===== src/rtl/ilsync_pkg.sv =====
// Shared types for the interlaced sync generator.
// Assumes nothing beyond a single pixel clock domain.
package ilsync_pkg;
    typedef enum logic {
        FIELD_ODD  = 1'b0,
        FIELD_EVEN = 1'b1
    } field_e;
endpackage


===== src/rtl/ilsync_hcount.sv =====
// Free-running pixel counter for one line.
// Assumes H_TOTAL >= 2; it never pauses, so horizontal timing is continuous.
module ilsync_hcount #(
    parameter int H_TOTAL = 800,
    parameter int HW      = $clog2(H_TOTAL)
) (
    input  logic          clk,
    input  logic          rst_n,
    output logic [HW-1:0] pix,
    output logic          pix_last
);
    localparam logic [HW-1:0] LAST = HW'(H_TOTAL - 1);

    // Flags the final pixel of a line.
    always_comb pix_last = (pix == LAST);

    // Counts pixels and wraps at the end of each line.
    always_ff @(posedge clk) begin
        if (!rst_n)        pix <= '0;
        else if (pix_last) pix <= '0;
        else               pix <= pix + 1'b1;
    end

    AST_PIX_WRAP: assert property (@(posedge clk) disable iff (!rst_n)
        (pix == LAST) |=> (pix == '0));
    AST_PIX_STEP: assert property (@(posedge clk) disable iff (!rst_n)
        (pix != LAST) |=> (pix == $past(pix) + 1'b1));
endmodule


===== src/rtl/ilsync_vseq.sv =====
// Field-relative line counter and field parity.
// The first field ends at the midpoint of its last line; the second
// field starts there and ends at a full line wrap. Assumes H_TOTAL even.
module ilsync_vseq
    import ilsync_pkg::*;
#(
    parameter int H_TOTAL = 800,
    parameter int FL      = 262,
    parameter int HW      = $clog2(H_TOTAL),
    parameter int VW      = $clog2(FL + 1)
) (
    input  logic          clk,
    input  logic          rst_n,
    input  logic [HW-1:0] pix,
    input  logic          pix_last,
    output logic [VW-1:0] line,
    output field_e        field
);
    localparam logic [HW-1:0] MID_LAST = HW'(H_TOTAL / 2 - 1);
    localparam logic [HW-1:0] MID      = HW'(H_TOTAL / 2);
    localparam logic [VW-1:0] LINE_END = VW'(FL);

    logic odd_done;
    logic even_done;

    // Detects the two field boundaries: mid-line in odd, line end in even.
    always_comb begin
        odd_done  = (field == FIELD_ODD)  && (line == LINE_END) && (pix == MID_LAST);
        even_done = (field == FIELD_EVEN) && (line == LINE_END) && pix_last;
    end

    // Advances the line count and flips parity at each field boundary.
    always_ff @(posedge clk) begin
        if (!rst_n) begin
            line  <= '0;
            field <= FIELD_ODD;
        end else if (odd_done) begin
            line  <= '0;
            field <= FIELD_EVEN;
        end else if (even_done) begin
            line  <= '0;
            field <= FIELD_ODD;
        end else if (pix_last) begin
            line  <= line + 1'b1;
        end
    end

    AST_LINE_RANGE: assert property (@(posedge clk) disable iff (!rst_n)
        (line <= LINE_END));
    AST_FIELD_EDGE: assert property (@(posedge clk) disable iff (!rst_n)
        (field != $past(field)) |->
            ((line == '0) && (((field == FIELD_EVEN) && (pix == MID)) ||
                              ((field == FIELD_ODD)  && (pix == '0)))));
endmodule


===== src/rtl/ilsync_decode.sv =====
// Decodes syncs and blanking from the pixel, line and field state.
// Assumes V_BACK >= 1 so the half line of a delayed vsync never meets
// an active line; all outputs follow the counters in the same cycle.
module ilsync_decode
    import ilsync_pkg::*;
#(
    parameter int H_ACTIVE = 640,
    parameter int H_FRONT  = 16,
    parameter int H_SYNC   = 96,
    parameter int H_TOTAL  = 800,
    parameter int V_SYNC   = 3,
    parameter int V_BACK   = 15,
    parameter int V_ACTIVE = 240,
    parameter int FL       = 262,
    parameter int HW       = $clog2(H_TOTAL),
    parameter int VW       = $clog2(FL + 1)
) (
    input  logic          clk,
    input  logic          rst_n,
    input  logic [HW-1:0] pix,
    input  logic [VW-1:0] line,
    input  field_e        field,
    output logic          hsync_n,
    output logic          vsync_n,
    output logic          blank
);
    localparam logic [HW-1:0] HS_BEG  = HW'(H_ACTIVE + H_FRONT);
    localparam logic [HW-1:0] HS_END  = HW'(H_ACTIVE + H_FRONT + H_SYNC);
    localparam logic [HW-1:0] HA_END  = HW'(H_ACTIVE);
    localparam logic [HW-1:0] MID     = HW'(H_TOTAL / 2);
    localparam logic [VW-1:0] VS_END  = VW'(V_SYNC);
    localparam logic [VW-1:0] VA_BEG  = VW'(V_SYNC + V_BACK);
    localparam logic [VW-1:0] VA_END  = VW'(V_SYNC + V_BACK + V_ACTIVE);

    logic in_vsync;
    logic in_view;

    // Horizontal sync window, identical on every line.
    always_comb hsync_n = !((pix >= HS_BEG) && (pix < HS_END));

    // Vertical sync: whole lines, plus a trailing half line in the even field.
    always_comb begin
        in_vsync = (line < VS_END) ||
                   ((field == FIELD_EVEN) && (line == VS_END) && (pix < MID));
        vsync_n  = !in_vsync;
    end

    // Picture area: active pixels on active lines only.
    always_comb begin
        in_view = (pix < HA_END) && (line >= VA_BEG) && (line < VA_END);
        blank   = !in_view;
    end

    AST_VSYNC_BLANKED: assert property (@(posedge clk) disable iff (!rst_n)
        !vsync_n |-> blank);
    AST_VSYNC_START: assert property (@(posedge clk) disable iff (!rst_n)
        $fell(vsync_n) |-> ((line == '0) &&
            (((field == FIELD_ODD) && (pix == '0)) ||
             ((field == FIELD_EVEN) && (pix == MID)))));
endmodule


===== src/rtl/ilsync_gen.sv =====
// Top of the interlaced raster sync generator.
// Assumes an even H_TOTAL and V_BACK >= 1; each field is FL lines and a
// half, so a frame is 2*FL+1 lines.
module ilsync_gen
    import ilsync_pkg::*;
#(
    parameter int H_ACTIVE = 640,
    parameter int H_FRONT  = 16,
    parameter int H_SYNC   = 96,
    parameter int H_BACK   = 48,
    parameter int V_ACTIVE = 240,
    parameter int V_FRONT  = 4,
    parameter int V_SYNC   = 3,
    parameter int V_BACK   = 15,
    localparam int H_TOTAL = H_ACTIVE + H_FRONT + H_SYNC + H_BACK,
    localparam int FL      = V_SYNC + V_BACK + V_ACTIVE + V_FRONT,
    localparam int HW      = $clog2(H_TOTAL),
    localparam int VW      = $clog2(FL + 1)
) (
    input  logic          clk,
    input  logic          rst_n,
    output logic          hsync_n,
    output logic          vsync_n,
    output logic          blank,
    output logic          field_o,
    output logic [HW-1:0] pixel_o,
    output logic [VW-1:0] line_o
);
    logic [HW-1:0] pix;
    logic          pix_last;
    logic [VW-1:0] line;
    field_e        field;

    ilsync_hcount #(.H_TOTAL(H_TOTAL), .HW(HW)) u_hcount (
        .clk(clk), .rst_n(rst_n), .pix(pix), .pix_last(pix_last)
    );

    ilsync_vseq #(.H_TOTAL(H_TOTAL), .FL(FL), .HW(HW), .VW(VW)) u_vseq (
        .clk(clk), .rst_n(rst_n), .pix(pix), .pix_last(pix_last),
        .line(line), .field(field)
    );

    ilsync_decode #(
        .H_ACTIVE(H_ACTIVE), .H_FRONT(H_FRONT), .H_SYNC(H_SYNC),
        .H_TOTAL(H_TOTAL), .V_SYNC(V_SYNC), .V_BACK(V_BACK),
        .V_ACTIVE(V_ACTIVE), .FL(FL), .HW(HW), .VW(VW)
    ) u_decode (
        .clk(clk), .rst_n(rst_n), .pix(pix), .line(line), .field(field),
        .hsync_n(hsync_n), .vsync_n(vsync_n), .blank(blank)
    );

    // Presents the coordinates and parity at the ports.
    always_comb begin
        pixel_o = pix;
        line_o  = line;
        field_o = field;
    end
endmodule


===== config.mk =====
export PLATFORM = sky130hd
export DESIGN_NAME = ilsync_gen
export DESIGN_NICKNAME = d
export VERILOG_FILES = /design/src/rtl/ilsync_pkg.sv /design/src/rtl/ilsync_hcount.sv /design/src/rtl/ilsync_vseq.sv /design/src/rtl/ilsync_decode.sv /design/src/rtl/ilsync_gen.sv
export SDC_FILE = /design/constraint.sdc
export NUM_CORES = 1
export LEC_CHECK = 0
export ABC_CLOCK_PERIOD_IN_PS = 4250
export BUFFER_PORTS_ARGS = -buffer_cell sky130_fd_sc_hd__buf_2
export CORE_MARGIN = 8
export CORE_UTILIZATION = 30
export DETAILED_ROUTE_END_ITERATION = 16
export SLEW_MARGIN = 10
export SYNTH_ARGS = -nofsm -noshare
export SYNTH_HDL_FRONTEND = slang
export SYNTH_SLANG_ARGS = --single-unit

===== constraint.sdc =====
create_clock -name clk -period 4.25 [get_ports clk]
set_clock_uncertainty 0.05 [all_clocks]
set_input_delay 0.6375 -clock clk [delete_from_list [all_inputs] [get_ports clk]]
set_output_delay 0.6375 -clock clk [all_outputs]
set_load 0.01 [all_outputs]

==> flow_summary.json, run 1 <==
{
  "ys_seq_elements": 20,
  "clock_latency_ns": 0.31,
  "drive_above_1_share": 0.212,
  "critPathArrivalTime_ns": 2.60,
  "grtUsageTotal": 0.104,
  "synthFlopType": "dfxtp_1",
  "power_density_nw_per_um2": 255,
  "ys.warnings.count": 0,
  "netSwitchingPower_w": 0.0000761,
  "vias": 1021,
  "p_int_w": 0.000247,
  "slowest_delay_ns": 0.66,
  "finalSetupViolCount": 0,
  "ir_drop_v": 0.000102,
  "die_width_um": 75.6,
  "clock_tree.buffer_depth": 2,
  "synth_cell_types": 31,
  "firstDrtPassIters": 4,
  "cts_num_sinks": 20,
  "pwr-share-comb": 0.038,
  "synth-edff-count": 0,
  "p_total_w": 0.000323,
  "status": "completed",
  "syn_area_um2": 1070,
  "cp_cell_sequence": "ha_1, and4_1, nand4_1, or4_1, a211oi_1",
  "async_flop_share": 0,
  "gp_congestion": 0.808,
  "criticalPathCategory": "register to register",
  "finalMaxSlewViolations": 0,
  "die_height_um": 75.6,
  "nets": 158,
  "fin_util": 0.376,
  "synth_area_per_cell_um2": 8.39,
  "finalCriticalPeriod_ns": 2.42,
  "grt_max_degree": 14,
  "cts_resized": 0,
  "multi_input_area_um2": 624,
  "start_util": 0.317,
  "areaGrowthSynthToFinish_pct": 18.7,
  "crit_slowest_cell": "or4_1",
  "synth.largest_area_cell": "dfxtp_1",
  "core_um2": 3360,
  "pin_count": 25,
  "first_global_vias": 1001,
  "p_leak_nw": 0.480,
  "cts_setup_buffers": 0,
  "drt_wl_total_mm": 2.70,
  "cts_tree": "built",
  "cp-end-kind": "register",
  "final.fill_count": 372,
  "seqPwrFrac": 0.598,
  "drt_iter0_markers": 36,
  "final-seq-area_um2": 400,
  "max_freq_mhz": 414,
  "clockRootBuffer": "clkbuf_4",
  "cts-buffers-inserted": 3,
  "hold_viol": 0,
  "critPathMaxFanout": 13,
  "tightest_slew_ns": 0.565,
  "tns_ns": 0,
  "cp-start-kind": "register",
  "hold_depth": 1,
  "p_clk_frac": 0.364,
  "synth_cells": 127,
  "antenna_found_initial": 0,
  "viasPerCell": 5.18,
  "gr-total-overflow": 0,
  "cap_violations": 0,
  "reg2reg_depth": 5,
  "ys_seq_area_frac": 0.376,
  "r2r_slack_ns": 1.83,
  "grt_first_pass_wirelength_mm": 4.62,
  "synth_top_area_frac": 0.376,
  "cp.required_ns": 4.44,
  "rows": 21,
  "cts.clk_slew.worst_paths_ns": 0.12,
  "h-tree-depth": 1,
  "min_path_type": "register to register",
  "fin_crit_sh": 0.568,
  "dp_hpwl_mm": 1.99,
  "dieArea_um2": 5720,
  "wl_per_cell_um": 13.7,
  "portBuffers": 24,
  "n_antenna_cell": 0,
  "slew_headroom": 0.622,
  "synth_nets": 133,
  "sw_frac_of_total": 0.236,
  "ys_top_cells_by_area": "dfxtp_1 38%, xnor2_1 5.8%, a211oi_1 4.9%, ha_1 4.7%, nor2_1 4.6%",
  "drc": 0,
  "holdBufCountCts": 0,
  "rsz0062_at_grt": "false",
  "ant_nets": 0
}
-- sequential cells by signal, indices dropped and copies added, names as in the netlist --
register / count
u_vseq.line: 9
u_vseq.field: 1
u_hcount.pix: 10
-- power by group through the flow --
stage	sequential (W)	combinational, W	clock (W)
finish	0.000193	0.0000121	0.000118
global placement	0.000197	0.0000120	0
global route	0.000194	0.0000142	0.000126
detailed placement	0.000197	0.0000123	0
floorplan	0.000198	0.00000600	0
CTS	0.000193	0.0000123	0.000118
-- cell usage in the layout, fill, tap and decap left out, types with 6 or more instances in the layout --
cell type  instances
a211oi_1           7
buf_2             24
dfxtp_1           20
inv_1              7
nand2_1           10
nand3_1            7
nor2_1            13
nor3_1             6
o21ai_0            8
or3_1              6
xnor2_1            7
-- critical path: cells and delay by family, from the launching register on --
family / cells / cell delay, ns
and+or+nand+nor: 3 / 1.38
AOI/OAI and AO/OA: 1 / 0.23
DFF: 1 / 0.45
adders and majority gates: 1 / 0.23
-- per-layer routing --
metal,track usage,share of wire,up-vias
met5,0,0,-
met4,0.0704,0.032,0
met3,0.0171,0.048,7
met1,0.125,0.43,476
met2,0.168,0.49,24
li1,-,-,514
-- logic make-up (layout without fill, tap and decap cells) --
group           after synthesis  in the layout  share of synthesized area
simple gates                 60             60                      0.305
xor+xnor                     10             10                     0.0822
flops                        20             20                      0.376
fa+ha+maj                     4              4                     0.0470
buf+inv                      11             35                     0.0387
compound gates               22             22                      0.151
-- worst paths after layout --
kind	start	to
worst max-delay path	u_hcount.pix[0]$_SDFF_PP0_	u_vseq.line[7]$_SDFFE_PP0P_
worst min-delay path	u_hcount.pix[0]$_SDFF_PP0_	u_hcount.pix[0]$_SDFF_PP0_
worst max register to register	u_hcount.pix[0]$_SDFF_PP0_	u_vseq.line[7]$_SDFFE_PP0P_
worst min register to register	u_hcount.pix[0]$_SDFF_PP0_	u_hcount.pix[0]$_SDFF_PP0_
-- stage by stage --
stage               instances  cell area [um2]  hold slack [ns]  setup WS, ns
global route              197             1260            0.525          1.57
CTS                       197             1260            0.487          1.82
detailed placement        193             1230            0.462          1.85
floorplan                 127             1070            0.442          2.20
global placement          193             1230            0.417          1.98
finish                    197             1260            0.479          1.83
-- synthesized netlist by cell type, drive strengths merged, types with 4 or more instances --
cell and instances:
nor2 13, xnor2 7, nand3 7, nor3 6, nand2 10, dfxtp 20, or3 7, ha 4
o21ai 8, a211oi 7, nand4 5, inv 7
-- final cells by class --
| cell class | instances | share of cell area |
|---|---|---|
| well taps | 46 | 0.0455 |
| clock buffers | 4 | 0.0287 |
| flip-flops and latches | 20 | 0.317 |
| repair buffers | 24 | 0.0950 |
| multi-input cells | 96 | 0.494 |
| inverters | 7 | 0.0208 |
No activity file was read; power rests on OpenSTA's default activity.
==> run 2: changes to the inputs <==
--- a/config.mk
+++ b/config.mk
@@ -5,7 +5,8 @@
 export SDC_FILE = /design/constraint.sdc
 export NUM_CORES = 1
 export LEC_CHECK = 0
-export ABC_CLOCK_PERIOD_IN_PS = 4250
+export ABC_AREA = 1
+export ABC_CLOCK_PERIOD_IN_PS = 2200
 export BUFFER_PORTS_ARGS = -buffer_cell sky130_fd_sc_hd__buf_2
 export CORE_MARGIN = 8
 export CORE_UTILIZATION = 30
==> constraint.sdc (replaced) <==
create_clock -name clk -period 2.2 [get_ports clk]
set_clock_uncertainty 0.05 [all_clocks]
set_input_delay 0.33 -clock clk [delete_from_list [all_inputs] [get_ports clk]]
set_output_delay 0.33 -clock clk [all_outputs]
set_load 0.01 [all_outputs]
==> run 2 against run 1 <==
Final area rose by 24%. Sequential share of layout area is 6.2 points lower. Die area is 20% higher. Clock power increased by 140%. Critical path depth up 1. Cell count grew 43%. Highest routed layer unchanged.
==> flow_summary.json, run 2 <==
{
  "status": "completed",
  "max_freq_mhz": 551,
  "tns_ns": 0,
  "drt_wl_total_mm": 3.18,
  "fin_util": 0.363,
  "cts_setup_buffers": 0,
  "cts_resized": 0,
  "p_clk_frac": 0.416,
  "gr-total-overflow": 0,
  "ir_drop_v": 0.000347,
  "hold_viol": 0,
  "synth_top_area_frac": 0.300,
  "sw_frac_of_total": 0.214,
  "synth_nets": 209,
  "nets": 237,
  "r2r_end": "u_vseq.line[7]$_SDFFE_PP0P_",
  "r2r-start": "u_hcount.pix[0]$_SDFF_PP0_",
  "finalMaxSlewViolations": 0,
  "syn_area_um2": 1340,
  "ys_top_cells_by_area": "dfxtp_1 30%, nand2_1 17%, inv_1 7.9%, nor2_1 5.6%, nor2_2 5.6%",
  "cts_tree": "built",
  "netSwitchingPower_w": 0.000145,
  "synth_area_per_cell_um2": 6.58,
  "first_global_vias": 1229,
  "ant_nets": 0,
  "use_met3": 0.0281,
  "cp-start-kind": "register",
  "criticalPathCategory": "register to output port",
  "portBuffers": 24,
  "dp_hpwl_mm": 2.53,
  "core_um2": 4320,
  "rsz0062_at_grt": "false",
  "pin_count": 25,
  "cap_violations": 0,
  "cts.clk_slew.worst_paths_ns": 0.08,
  "dp_cells": 278,
  "final.fill_count": 481,
  "grt_max_degree": 12,
  "fin_cells": 282,
  "critPathLaunch": "u_vseq.line[0]$_SDFFE_PP0P_",
  "synth.largest_area_cell": "dfxtp_1",
  "drt_iter0_markers": 96,
  "async_flop_share": 0,
  "final-seq-area_um2": 400,
  "start_util": 0.309,
  "holdBufCountCts": 0,
  "p_leak_nw": 0.706,
  "h-tree-depth": 1,
  "grtUsageTotal": 0.101,
  "fin_crit_sh": 0.825,
  "p_int_w": 0.000535,
  "holdPathEnd": "u_hcount.pix[2]$_SDFF_PP0_",
  "die_width_um": 82.7,
  "synth_most_common_cell": "nand2_1",
  "drc": 0,
  "firstDrtPassIters": 4,
  "slew_headroom": 0.778,
  "reg2reg_depth": 8,
  "grt_first_pass_wirelength_mm": 5.49,
  "top_register": "u_hcount.pix",
  "clockRootBuffer": "clkbuf_8",
  "met1_usage": 0.135,
  "finalCriticalPeriod_ns": 1.81,
  "power_density_nw_per_um2": 433,
  "antenna_found_initial": 0,
  "largest_reg_flops": 10,
  "multi_input_area_um2": 797,
  "r2r_slack_ns": 0.64,
  "cp-end-kind": "output port",
  "synthFlopType": "dfxtp_1",
  "gp_congestion": 0.811,
  "synth_cells": 203,
  "use_met2": 0.159,
  "synth-edff-count": 0,
  "n_antenna_cell": 0,
  "clock_latency_ns": 0.26,
  "whs_ns": 0.312,
  "cts-buffers-inserted": 3,
  "cp.required_ns": 1.82,
  "wl_per_cell_um": 11.3,
  "mostFrequentLayoutCell": "nand2_1",
  "critPathArrivalTime_ns": 1.43,
  "ys.warnings.count": 0,
  "min_path_type": "primary input to register",
  "clock_tree.buffer_depth": 2,
  "rows": 24,
  "drive_above_1_share": 0.261,
  "ys_top_cells_by_count": "59 x nand2_1, 28 x inv_1, 20 x dfxtp_1, 20 x nor2_1, 13 x nand3_1",
  "reg_top3": "u_hcount.pix: 10 flops, u_vseq.line: 9 flops, u_vseq.field: 1 flops",
  "hold_start": "rst_n",
  "dieArea_um2": 6850,
  "die_height_um": 82.7,
  "synth_cell_types": 29,
  "viasPerCell": 4.57,
  "vias": 1288,
  "finalSetupViolCount": 0,
  "pwr-share-comb": 0.038,
  "hold_depth": 3,
  "areaGrowthSynthToFinish_pct": 17.6,
  "tightest_slew_ns": 0.332,
  "top_usage_layer": "met2",
  "seqPwrFrac": 0.546,
  "critPathMaxFanout": 5,
  "cts_num_sinks": 20,
  "ys_seq_elements": 20,
  "ys_seq_area_frac": 0.300,
  "final_cell_mix": "59 x nand2_1, 28 x inv_1, 24 x buf_2"
}
==> run 2: kinds of logic (layout without fill, tap and decap cells) <==
family                   after synthesis  in the layout  synth area share
AND/OR/NAND/NOR                      126            126             0.488
buffers and inverters                 36             63             0.104
flip-flops                            20             20             0.300
AO/OA/AOI/OAI                         15             15            0.0580
adder cells (fa/ha/maj)                4              4            0.0375
XOR/XNOR                               2              2            0.0131
==> run 2: worst max-delay path by stage <==
stage / to / slack [ns] / cells past startpoint
after floorplan: u_vseq.line[7]$_SDFFE_PP0P_ / 0.68 / 8
after global placement: u_vseq.line[8]$_SDFFE_PP0P_ / 0.68 / 8
after detailed placement: u_vseq.line[7]$_SDFFE_PP0P_ / 0.62 / 8
after CTS: blank / 0.39 / 6
after global routing: blank / 0.23 / 6
final: blank / 0.39 / 6
==> run 2: per-layer routing <==
layer,part of all wire,vias to the layer above
met5,0,-
met4,0.0079,0
met3,0.068,4
met2,0.43,33
met1,0.49,569
li1,-,682
==> run 2: worst max-delay path, cell delays in order, from the launching register on <==
cell     delay, ns
dfxtp_1       0.39
inv_1         0.08
ha_1          0.23
o21ai_0       0.17
nand4_1       0.09
nand3_1       0.08
buf_2         0.13
==> run 2: power by group through the flow <==
stage                logic, W  clock network, W  registers (W)
finish              0.0000260          0.000283       0.000371
global route        0.0000300          0.000313       0.000373
CTS                 0.0000270          0.000299       0.000371
detailed placement  0.0000270                 0       0.000380
global placement    0.0000266                 0       0.000379
floorplan           0.0000146                 0       0.000381
==> run 2: cell type report <==
type                       count  area share
tap                           52      0.0414
multi-input combinational    147       0.507
inverter                      35      0.0852
sequential                    20       0.255
timing repair buffer          24      0.0764
clock buffer                   4      0.0350
==> run 2: per-stage QoR <==
step	cell area [um2]	setup slack (ns)	power (W)
after detailed placement	1520	0.624	0.000407
after global routing	1570	0.233	0.000716
final	1570	0.386	0.000680
after CTS	1570	0.389	0.000698
after global placement	1520	0.677	0.000406
after floorplan	1340	0.676	0.000396
==> run 3: changes to the inputs <==
--- a/config.mk
+++ b/config.mk
@@ -6,7 +6,7 @@
 export NUM_CORES = 1
 export LEC_CHECK = 0
 export ABC_AREA = 1
-export ABC_CLOCK_PERIOD_IN_PS = 2200
+export ABC_CLOCK_PERIOD_IN_PS = 1830
 export BUFFER_PORTS_ARGS = -buffer_cell sky130_fd_sc_hd__buf_2
 export CORE_MARGIN = 8
 export CORE_UTILIZATION = 30
==> constraint.sdc (replaced) <==
create_clock -name clk -period 1.83 [get_ports clk]
set_clock_uncertainty 0.05 [all_clocks]
set_input_delay 0.2745 -clock clk [delete_from_list [all_inputs] [get_ports clk]]
set_output_delay 0.2745 -clock clk [all_outputs]
set_load 0.01 [all_outputs]
==> run 3 against run 2 <==
Wire length decreased by 3.1%. First-iteration DRC count decreased by 10%. Non-clock buffer count unchanged. Total power increased by 12%. Worst setup slack got worse by 0.27 ns. Utilization decreased by 0.058 points. Via count decreased by 1.3%. Sequential share of layout area increased by 0.44 points. Die area unchanged. Global-route usage decreased by 0.16 points. Clock-buffer cell count decreased by 1. Critical path type unchanged. Largest power group unchanged. Highest routed layer unchanged.
==> flow_summary.json, run 3 (same netlist as run 2, synthesis figures left out) <==
{
  "status": "completed",
  "start_util": 0.309,
  "cts_setup_buffers": 0,
  "firstDrtPassIters": 4,
  "viasPerCell": 4.52,
  "seqPwrFrac": 0.586,
  "grtUsageTotal": 0.0998,
  "drc": 0,
  "cp.required_ns": 1.51,
  "clock_latency_ns": 0.25,
  "cts_num_sinks": 20,
  "die_height_um": 82.7,
  "rows": 24,
  "finalSetupViolCount": 0,
  "largest_reg_flops": 10,
  "antenna_found_initial": 0,
  "portBuffers": 24,
  "power_density_nw_per_um2": 485,
  "dp_hpwl_mm": 2.50,
  "cp-end-kind": "output port",
  "areaGrowthSynthToFinish_pct": 17.4,
  "gr-total-overflow": 0,
  "top_register": "u_hcount.pix",
  "core_um2": 4320,
  "pin_count": 25,
  "hold_viol": 0,
  "fin_crit_sh": 0.936,
  "tightest_slew_ns": 0.339,
  "n_antenna_cell": 0,
  "slowest_delay_ns": 0.37,
  "netSwitchingPower_w": 0.000164,
  "drt_wl_total_mm": 3.09,
  "final_cell_mix": "59 x nand2_1, 28 x inv_1, 24 x buf_2",
  "cp_cell_sequence": "inv_1, ha_1, o21ai_0, nand4_1, nand3_1, buf_2",
  "dieArea_um2": 6850,
  "mostFrequentLayoutCell": "nand2_1",
  "nets": 237,
  "reg_top3": "u_hcount.pix: 10 flops, u_vseq.line: 9 flops, u_vseq.field: 1 flops",
  "grt_max_degree": 11,
  "grt_first_pass_wirelength_mm": 5.47,
  "rsz0062_at_grt": "false",
  "min_path_type": "primary input to register",
  "ir_drop_v": 0.000299,
  "dp_cells": 278,
  "die_width_um": 82.7,
  "p_clk_frac": 0.372,
  "ant_nets": 0,
  "drive_above_1_share": 0.288,
  "sw_frac_of_total": 0.215,
  "cp-start-kind": "register",
  "criticalPathCategory": "register to output port",
  "pwr-share-comb": 0.041,
  "tns_ns": 0,
  "clock_tree.buffer_depth": 2,
  "p_leak_nw": 0.699,
  "cts_tree": "built",
  "first_global_vias": 1222,
  "finalCriticalPeriod_ns": 1.71,
  "clockRootBuffer": "clkbuf_8",
  "gp_congestion": 0.837,
  "vias": 1271,
  "finalMaxSlewViolations": 0,
  "wl_per_cell_um": 11.0,
  "critPathArrivalTime_ns": 1.39,
  "cts-buffers-inserted": 3,
  "drt_iter0_markers": 86,
  "p_int_w": 0.000598,
  "crit_slowest_cell": "dfxtp_2",
  "slew_headroom": 0.774,
  "holdBufCountCts": 0,
  "cts_resized": 0,
  "critPathMaxFanout": 5,
  "fin_cells": 281,
  "cts.clk_slew.worst_paths_ns": 0.07,
  "h-tree-depth": 1,
  "cap_violations": 0,
  "max_freq_mhz": 584
}
run 3: changes by cell type in the layout (fill, tap and decap cells not counted):
cell      delta
dfxtp_2      +5
ha_1         -1
nor2_2       +1
clkbuf_8     -1
dfxtp_1      -5
nor2_1       -1
ha_2         +1
run 3: final cells by class:
cell class	instances	area [um2]
Tap cell	52	65.1
Fill cell	482	2760
Inverter	35	134
Clock buffer	3	41.3
Sequential cell	20	407
Timing Repair Buffer	24	120
Multi-Input combinational cell	147	802
run 3: final timing paths:
path,startpoint,end,slack [ns],cells past startpoint
min reg2reg,u_hcount.pix[0]$_SDFF_PP0_,u_hcount.pix[0]$_SDFF_PP0_,0.43,1
max,u_vseq.line[0]$_SDFFE_PP0P_,blank,0.12,6
min,rst_n,u_hcount.pix[2]$_SDFF_PP0_,0.28,3
max reg2reg,u_hcount.pix[0]$_SDFF_PP0_,u_vseq.line[8]$_SDFFE_PP0P_,0.27,8
run 3: power by group through the flow:
stage	Combinational, W	Clock, W	Sequential (W)
3_5_place_dp	0.0000323	0	0.000456
3_3_place_gp	0.0000322	0	0.000456
4_1_cts	0.0000324	0.000302	0.000446
6_report	0.0000314	0.000284	0.000446
2_1_floorplan	0.0000175	0	0.000458
5_1_grt	0.0000360	0.000323	0.000447
run 3: per-stage QoR:
stage          hold WS [ns]   util  area, um2  total power (W)  worst slack [ns]
2_1_floorplan         0.363      -       1340         0.000476             0.306
3_3_place_gp          0.403  0.351       1520         0.000488             0.315
3_5_place_dp          0.412  0.351       1520         0.000489             0.271
4_1_cts               0.273  0.360       1560         0.000781            0.0467
5_1_grt               0.273  0.363       1570         0.000806           0.00507
6_report              0.276  0.363       1570         0.000761             0.118
run 3: routing by layer:
layer / vias to the layer above / share of wire / wire, um / global-route usage
li1: 685 / - / - / -
met1: 553 / 0.49 / 1520 / 0.131
met2: 31 / 0.43 / 1340 / 0.159
met3: 2 / 0.067 / 206 / 0.0281
met4: 0 / 0.0052 / 16 / 0.0207
met5: - / 0 / 0 / 0
run 3: critical path: cells and delay by family, from the launching register on:
| kind | cells | cell delay (ns) |
|---|---|---|
| simple gates | 2 | 0.18 |
| fa+ha+maj | 1 | 0.23 |
| buf+inv | 2 | 0.19 |
| compound gates | 1 | 0.17 |
| flops | 1 | 0.37 |
